==> src/rtl/irq_entry_pkg.sv <==
package irq_entry_pkg;

    localparam int ADDR_W     = 16;
    localparam int DATA_W     = 8;
    localparam int PUSH_BYTES = 3;
    localparam int BFLAG_BIT  = 4;
    localparam int IFLAG_BIT  = 2;

    localparam logic [DATA_W-1:0] STACK_PAGE = 8'h01;
    localparam logic [ADDR_W-1:0] VEC_NMI    = 16'hFFFA;
    localparam logic [ADDR_W-1:0] VEC_RST    = 16'hFFFC;
    localparam logic [ADDR_W-1:0] VEC_MASK   = 16'hFFFE;

    typedef enum logic [1:0] {
        K_RST = 2'd0,
        K_NMI = 2'd1,
        K_IRQ = 2'd2,
        K_BRK = 2'd3
    } entry_kind_t;

    typedef enum logic [2:0] {
        ST_IDLE,
        ST_PREP,
        ST_STACK,
        ST_VLO,
        ST_VHI
    } seq_state_t;

    typedef struct packed {
        logic [ADDR_W-1:0] pc;
        logic [DATA_W-1:0] sp;
        logic [DATA_W-1:0] status;
        entry_kind_t       kind;
    } entry_snap_t;

    function automatic logic [ADDR_W-1:0] vector_addr(entry_kind_t k);
        logic [ADDR_W-1:0] v;
        case (k)
            K_NMI:   v = VEC_NMI;
            K_RST:   v = VEC_RST;
            default: v = VEC_MASK;
        endcase
        return v;
    endfunction

    function automatic logic [DATA_W-1:0] stacked_status(logic [DATA_W-1:0] s,
                                                         entry_kind_t k);
        logic [DATA_W-1:0] r;
        r = s;
        r[BFLAG_BIT] = (k == K_BRK);
        return r;
    endfunction

endpackage

==> src/rtl/irq_entry_arb.sv <==
module irq_entry_arb
    import irq_entry_pkg::*;
(
    input  logic        rst_req,
    input  logic        nmi_pend,
    input  logic        irq_req,
    input  logic        brk_req,
    input  logic        irq_masked,
    output logic        req_valid,
    output entry_kind_t req_kind
);

    always_comb begin
        req_valid = 1'b1;
        req_kind  = K_RST;
        if (rst_req) begin
            req_kind = K_RST;
        end else if (nmi_pend) begin
            req_kind = K_NMI;
        end else if (irq_req && !irq_masked) begin
            req_kind = K_IRQ;
        end else if (brk_req) begin
            req_kind = K_BRK;
        end else begin
            req_valid = 1'b0;
        end
    end

endmodule

==> src/rtl/irq_entry_nmi_latch.sv <==
module irq_entry_nmi_latch (
    input  logic clk,
    input  logic rst,
    input  logic nmi_in,
    input  logic clr,
    output logic pend
);

    always_ff @(posedge clk) begin
        if (rst) begin
            pend <= 1'b0;
        end else if (nmi_in) begin
            pend <= 1'b1;
        end else if (clr) begin
            pend <= 1'b0;
        end
    end

endmodule

==> src/rtl/irq_entry_ctl.sv <==
module irq_entry_ctl
    import irq_entry_pkg::*;
#(
    parameter int PREP_CYC = 2
) (
    input  logic                clk,
    input  logic                rst,
    input  logic                req_valid,
    input  entry_kind_t         req_kind,
    input  logic [ADDR_W-1:0]   pc_in,
    input  logic [DATA_W-1:0]   sp_in,
    input  logic [DATA_W-1:0]   status_in,
    input  logic [DATA_W-1:0]   rdata,
    output logic [ADDR_W-1:0]   addr,
    output logic [DATA_W-1:0]   wdata,
    output logic                we,
    output logic [ADDR_W-1:0]   pc_out,
    output logic [DATA_W-1:0]   sp_out,
    output logic                iflag_out,
    output logic                done,
    output logic                nmi_clr
);

    localparam int CNT_MAX = (PREP_CYC > PUSH_BYTES) ? PREP_CYC : PUSH_BYTES;
    localparam int CW      = $clog2(CNT_MAX + 1);
    localparam logic [CW-1:0] PREP_FULL  = CW'(PREP_CYC - 1);
    localparam logic [CW-1:0] PREP_SHORT = CW'(PREP_CYC - 2);
    localparam logic [CW-1:0] PUSH_LAST  = CW'(PUSH_BYTES - 1);

    seq_state_t        state;
    logic [CW-1:0]     cnt;
    entry_snap_t       snap;
    logic [DATA_W-1:0] vec_lo;

    always_ff @(posedge clk) begin
        if (rst) begin
            state     <= ST_IDLE;
            cnt       <= '0;
            snap      <= '0;
            vec_lo    <= '0;
            pc_out    <= '0;
            sp_out    <= '0;
            iflag_out <= 1'b0;
            done      <= 1'b0;
        end else begin
            done <= 1'b0;
            case (state)
                ST_IDLE: begin
                    if (req_valid) begin
                        snap.pc     <= pc_in;
                        snap.sp     <= sp_in;
                        snap.status <= status_in;
                        snap.kind   <= req_kind;
                        cnt         <= (req_kind == K_BRK) ? PREP_SHORT : PREP_FULL;
                        state       <= ST_PREP;
                    end
                end
                ST_PREP: begin
                    if (cnt == '0) begin
                        state <= ST_STACK;
                    end else begin
                        cnt <= cnt - 1'b1;
                    end
                end
                ST_STACK: begin
                    snap.sp <= snap.sp - 1'b1;
                    if (cnt == PUSH_LAST) begin
                        cnt   <= '0;
                        state <= ST_VLO;
                    end else begin
                        cnt <= cnt + 1'b1;
                    end
                end
                ST_VLO: begin
                    vec_lo <= rdata;
                    state  <= ST_VHI;
                end
                ST_VHI: begin
                    pc_out    <= {rdata, vec_lo};
                    sp_out    <= snap.sp;
                    iflag_out <= 1'b1;
                    done      <= 1'b1;
                    state     <= ST_IDLE;
                end
                default: state <= ST_IDLE;
            endcase
        end
    end

    always_comb begin
        addr  = '0;
        wdata = '0;
        we    = 1'b0;
        case (state)
            ST_STACK: begin
                addr = {STACK_PAGE, snap.sp};
                we   = (snap.kind != K_RST);
                if (cnt == '0) begin
                    wdata = snap.pc[ADDR_W-1:DATA_W];
                end else if (cnt == CW'(1)) begin
                    wdata = snap.pc[DATA_W-1:0];
                end else begin
                    wdata = stacked_status(snap.status, snap.kind);
                end
            end
            ST_VLO:  addr = vector_addr(snap.kind);
            ST_VHI:  addr = vector_addr(snap.kind) | ADDR_W'(1);
            default: ;
        endcase
    end

    assign nmi_clr = (state == ST_VHI) && (snap.kind == K_NMI);

endmodule

==> src/rtl/irq_entry_seq.sv <==
module irq_entry_seq
    import irq_entry_pkg::*;
#(
    parameter int PREP_CYC = 2
) (
    input  logic        clk,
    input  logic        rst,
    input  logic        rst_req_i,
    input  logic        nmi_i,
    input  logic        irq_i,
    input  logic        brk_i,
    input  logic [15:0] pc_i,
    input  logic [7:0]  sp_i,
    input  logic [7:0]  status_i,
    output logic [15:0] bus_addr_o,
    output logic [7:0]  bus_wdata_o,
    output logic        bus_we_o,
    input  logic [7:0]  bus_rdata_i,
    output logic [15:0] pc_o,
    output logic [7:0]  sp_o,
    output logic        iflag_o,
    output logic        done_o
);

    logic        nmi_pend;
    logic        nmi_clr;
    logic        req_valid;
    entry_kind_t req_kind;

    irq_entry_nmi_latch u_nmi (
        .clk    (clk),
        .rst    (rst),
        .nmi_in (nmi_i),
        .clr    (nmi_clr),
        .pend   (nmi_pend)
    );

    irq_entry_arb u_arb (
        .rst_req    (rst_req_i),
        .nmi_pend   (nmi_pend),
        .irq_req    (irq_i),
        .brk_req    (brk_i),
        .irq_masked (status_i[IFLAG_BIT]),
        .req_valid  (req_valid),
        .req_kind   (req_kind)
    );

    irq_entry_ctl #(.PREP_CYC(PREP_CYC)) u_ctl (
        .clk       (clk),
        .rst       (rst),
        .req_valid (req_valid),
        .req_kind  (req_kind),
        .pc_in     (pc_i),
        .sp_in     (sp_i),
        .status_in (status_i),
        .rdata     (bus_rdata_i),
        .addr      (bus_addr_o),
        .wdata     (bus_wdata_o),
        .we        (bus_we_o),
        .pc_out    (pc_o),
        .sp_out    (sp_o),
        .iflag_out (iflag_o),
        .done      (done_o),
        .nmi_clr   (nmi_clr)
    );

endmodule

==> config.mk <==
export PLATFORM = sky130hd
export DESIGN_NAME = irq_entry_seq
export DESIGN_NICKNAME = d
export VERILOG_FILES = /design/src/rtl/irq_entry_pkg.sv /design/src/rtl/irq_entry_arb.sv /design/src/rtl/irq_entry_nmi_latch.sv /design/src/rtl/irq_entry_ctl.sv /design/src/rtl/irq_entry_seq.sv
export SDC_FILE = /design/constraint.sdc
export NUM_CORES = 1
export LEC_CHECK = 0
export ABC_AREA = 0
export BUFFER_PORTS_ARGS = -buffer_cell sky130_fd_sc_hd__buf_2
export CAP_MARGIN = 0
export CORE_UTILIZATION = 55
export DETAILED_ROUTE_END_ITERATION = 8
export PLACE_DENSITY = 0.85
export SYNTH_ARGS = -nofsm -noshare
export SYNTH_HDL_FRONTEND = slang
export SYNTH_HIERARCHICAL = 1
export SYNTH_SLANG_ARGS = --single-unit
==> constraint.sdc <==
create_clock -name clk -period 4.1 [get_ports clk]
set_clock_uncertainty 0.2 [all_clocks]
set_input_delay 0.615 -clock clk [delete_from_list [all_inputs] [get_ports clk]]
set_output_delay 0.615 -clock clk [all_outputs]
set_load 0.02 [all_outputs]
Yosys cells after proc, flatten, opt, wreduce, memory -nomap -nowiden
Cells that the tools add are included.
- add/sub/neg operators: 3
- equal/unequal tests: 13
- mux-type cells: 28
- reductions and logical operators: 14
- operators with widths (operator ; count):
    case mux 16 bit (3 select lines) ; 1
    2-to-1 mux 8 bit ; 3
    2-to-1 mux 18 bit ; 1
    case mux 8 bit (2 select lines) ; 1
    2-to-1 mux 2 bit ; 7
    case mux 3 bit (4 select lines) ; 1
    2-to-1 mux 1 bit ; 9
    2-to-1 mux 3 bit ; 3
    subtractor 8 x 1 -> 8 bit, second input constant ; 1
    == test 2 bit, second input constant ; 3
    == test 3 x 2 -> 1 bit, second input constant ; 2
    case mux 2 bit (3 select lines) ; 1
    case mux 3 bit (2 select lines) ; 1
    AND reduction 3 bit ; 2
    nonzero test 2 bit ; 3
    == test 2 x 1 -> 1 bit, second input constant ; 2
    zero test 2 bit ; 2
    != test 2 x 1 -> 1 bit, second input constant ; 2
    != test 2 bit, second input constant ; 2
    AND reduction 2 bit ; 2
    == test 3 x 1 -> 1 bit, second input constant ; 1
    == test 3 bit, second input constant ; 1
    zero test 3 bit ; 1
    nonzero test 3 bit ; 1
    4 further kinds ; 5
- register bits: 74
- input port bits: 46
- output and inout bits: 51
- logic and storage cells: 70

Longest topological paths before layout
- depth after elaboration: 9
- mapped depth: 8
- depth with buffers taken out: 6

Hierarchy
Netlist, hierarchy kept.
- by module, submodules not included (module ; times used ; cells an instance ; area each (sq um) ; sequential area each (sq um)):
    irq_entry_ctl ; 1 ; 409 ; 3269.4 ; 1441.4
    irq_entry_arb ; 1 ; 7 ; 41.3 ; 0.0
    irq_entry_nmi_latch ; 1 ; 4 ; 38.8 ; 20.0

Worst setup path before layout
OpenSTA, ideal clock, no wires.
- path type: register to output
- start: reg u_ctl.state[2]
- end: out bus_addr_o[1]
- data arrival time: 1625 ps
- data required time: 3285 ps
- slack: 1660 ps
- stages on the path, launching flop included: 7
- path buffers: 2
- cell sequence: dfxtp_1 -> buf_2 -> nor3b_2 -> or2_2 -> buf_2 -> o21ai_0 -> o21ai_0
- word-level cells in the longest chain between the ends: 2
- elaborated cells on any way between the ends: 4
- classes of those cells: eq/ne (3); mux (1)
- RTL lines (element ; RTL line ; RTL):
    start: declaration ; irq_entry_ctl.sv:30 ; seq_state_t state;
    start signal: assignment ; irq_entry_ctl.sv:37 ; state <= ST_IDLE;
    start signal: assignment ; irq_entry_ctl.sv:55 ; state <= ST_PREP;
    start signal: assignment ; irq_entry_ctl.sv:60 ; state <= ST_STACK;
    == test 3 bit or == test 3 x 2 -> 1 bit (tied branches) ; irq_entry_ctl.sv:94 ; case (state)
    case mux 16 bit (3 select lines) * ; irq_entry_ctl.sv:94 ;
    end: declaration ; irq_entry_seq.sv:15 ; output logic [15:0] bus_addr_o,
Every way passes the cells marked *; elsewhere a longest branch is shown, timed or not.

Final worst setup path
- start: reg u_ctl.state[1]
- end: out bus_addr_o[1]
Same word-level chain as after synthesis.

==> flow_summary.toml <==
[run_status]
status = "finished, final reports clean"

[floorplanning]
start_util_pct = 56.9
rows = 28
ios = 97
fp.dieH_um = 80.0
dieArea_um2 = 6410
core_um2 = 5890
die_x_um = 80.0

[timing]
worst_slew_pin_slew_ns = 0.754
finalHoldViolCount = 0
grt_setup_unrepaired = "false"
min_period_over_period_pct = 77.4
slew-limit-headroom_pct = 49.7
setup_tns_ns = 0
max_freq_mhz = 315
fin_crit_ns = 3.17
drv_slew = 0
setup_violations = 0

[drt]
wl_um = 7480
ant_nets = 0
drc = 0
wl_per_cell_um = 13.1
vias = 3105
first_iter_violations = 197
dr.pass1.iters = 5
vias_per_cell = 5.42

[grt]
grt_pass1_wl_um = 12100
grt_max_degree = 44
grt_use_total_pct = 24.2
grt_pass1_vias = 2710
grt-ovfl-total = 0
antenna_found_initial = 0

[power]
leakagePower_uw = 0.00173
pwr_density_cell_nw_per_um2 = 498
peakVddDrop_mv = 0.216

[worst_setup_path]
reg2reg_from = "u_ctl/state[1]"
critPathMaxFanout = 21
worstReg2RegEnd = "u_ctl/snap[13]"
r2r_slack_ns = 1.81
cp-start-kind = "flop"
crit_type = "reg2out"
critPathRequiredTime_ns = 3.28
r2r_cells = 3
endpoint_kind = "output pin"
worstPathArrival_ns = 2.36

[logic_synthesis]
synth_top_area_cell = "dfxtp_1"
synth-seq-cells = 73
synth_top_area_share_pct = 43.6
synth_common_cells = "nand2_1, dfxtp_1, a21oi_1"
ys_seq_area_share_pct = 43.6
synth_warnings = 6
avgSynthCellArea_um2 = 7.97
syn_nets = 471
synth_edf_count = 0
yosysMostFrequentCell = "nand2_1"
ys_types = 48
synthArstFlopShare_pct = 0
synthTopCellsByArea = "dfxtp_1, nand2_1, a21oi_1"
syn_area_um2 = 3350
synth_ff_type = "dfxtp_1"
syn_inst = 420

[cts]
cts_hold_buf = 0
htree_levels = 3
clk_pin_slew_ns = 0.08
post_cts_buffers = 0
root_buffer = "clkbuf_8"
cts_resized = 0
cts_tree = "built"
worstSkewPairLatency_ns = 0.34
clockBufferDepth = 2
clkSinkCount = 73
numCtsBuffers = 9

[placed_design]
portBuffers = 95
gp_congestion = 0.862
place_hpwl_um = 5130
place_area_um2 = 3720
post-place-cells = 557

[min_path]
holdPathStages = 2
hold_start = "u_ctl/pc_out[10]"
hold_end = "u_ctl/pc_out[10]"
hp-class = "reg2reg"

[final_layout]
area_growth_pct = 15.8
fin_cells = 573
fin_area_um2 = 3880
diodes = 0
fillers = 518
nets = 544
layout-drive-gt1-share_pct = 25.1

[job]
maxCapViolations = 0
where the power goes:
group	internal [µW]	switching [µW]
Combinational	220	354
Sequential	789	90.9
Clock	215	261
cell families (layout without fill, tap and decap cells):
| kind of cell | Yosys count | in the layout | share of synthesized area, % |
|---|---|---|---|
| adder cells (fa/ha/maj) | 5 | 5 | 1.87 |
| multiplexers | 17 | 17 | 5.08 |
| flip-flops | 73 | 73 | 43.6 |
| buffers and inverters | 45 | 123 | 8.03 |
| AO/OA/AOI/OAI | 100 | 100 | 17.2 |
| AND/OR/NAND/NOR | 179 | 179 | 23.9 |
| XOR/XNOR | 1 | 1 | 0.262 |
layout make-up:
type | count | area [µm²] | area share (%)
multi-input combinational | 302 | 1620 | 41.8
sequential | 73 | 1460 | 37.7
timing repair buffer | 100 | 513 | 13.2
clock buffer | 10 | 128 | 3.29
tap | 75 | 93.8 | 2.42
clock inverter | 6 | 35.0 | 0.903
inverter | 7 | 26.3 | 0.677
how the worst max path moves through the flow:
| stage | end | slack (ns) | start | cells after the start |
|---|---|---|---|---|
| 4_1_cts | bus_addr_o[1] | 0.94 | u_ctl/state[1] | 5 |
| 2_1_floorplan | bus_addr_o[1] | 1.66 | u_ctl/state[2] | 6 |
| 3_5_place_dp | bus_addr_o[1] | 1.32 | u_ctl/state[1] | 5 |
| 5_1_grt | bus_addr_o[1] | 0.77 | u_ctl/state[1] | 5 |
| 6_report | bus_addr_o[1] | 0.93 | u_ctl/state[1] | 5 |
| 3_3_place_gp | bus_addr_o[1] | 1.37 | u_ctl/state[1] | 5 |
registers in the layout, summed over array words and instances, names as in the netlist:
signal / flops
u_ctl/cnt: 2
u_ctl/vec_lo: 8
u_nmi/pend: 1
u_ctl/pc_out: 16
u_ctl/state: 3
u_ctl/iflag_out: 1
u_ctl/snap: 33
u_ctl/sp_out: 8
u_ctl/done: 1
through the flow:
stage / hold slack (ns) / util [%] / worst slack (ns) / power (µW)
floorplan: 0.231 / - / 1.66 / 1360
global placement: 0.235 / 63.1 / 1.37 / 1440
detailed placement: 0.244 / 63.1 / 1.32 / 1460
CTS: 0.254 / 65.9 / 0.935 / 1930
global route: 0.275 / 65.9 / 0.771 / 2050
finish: 0.255 / 65.9 / 0.925 / 1930
critical path, cell delays in order (launching register included):
cell     delay (ns)
dfxtp_1        0.76
and3b_1        0.48
or2_2          0.33
o21ai_0        0.13
o21ai_0        0.12
buf_2          0.21
layout by cell type, fill, tap and decap left out, types with 6 or more instances in the layout:
cell / count
a21oi_1: 65
buf_2: 95
clkbuf_8: 9
dfxtp_1: 73
inv_1: 7
mux2i_1: 17
nand2_1: 104
nand2b_1: 6
nor2_1: 38
o21ai_0: 9
metal layers:
metal	up-vias	GRT usage (%)	wire length [µm]	part of all wire, %
li1	1541	-	-	-
met1	1449	30.1	3170	42
met2	102	40.3	3750	50
met3	13	4.46	415	5.5
met4	0	10.9	140	1.9
met5	-	0	0	0
(Power assumes the default switching activity.)
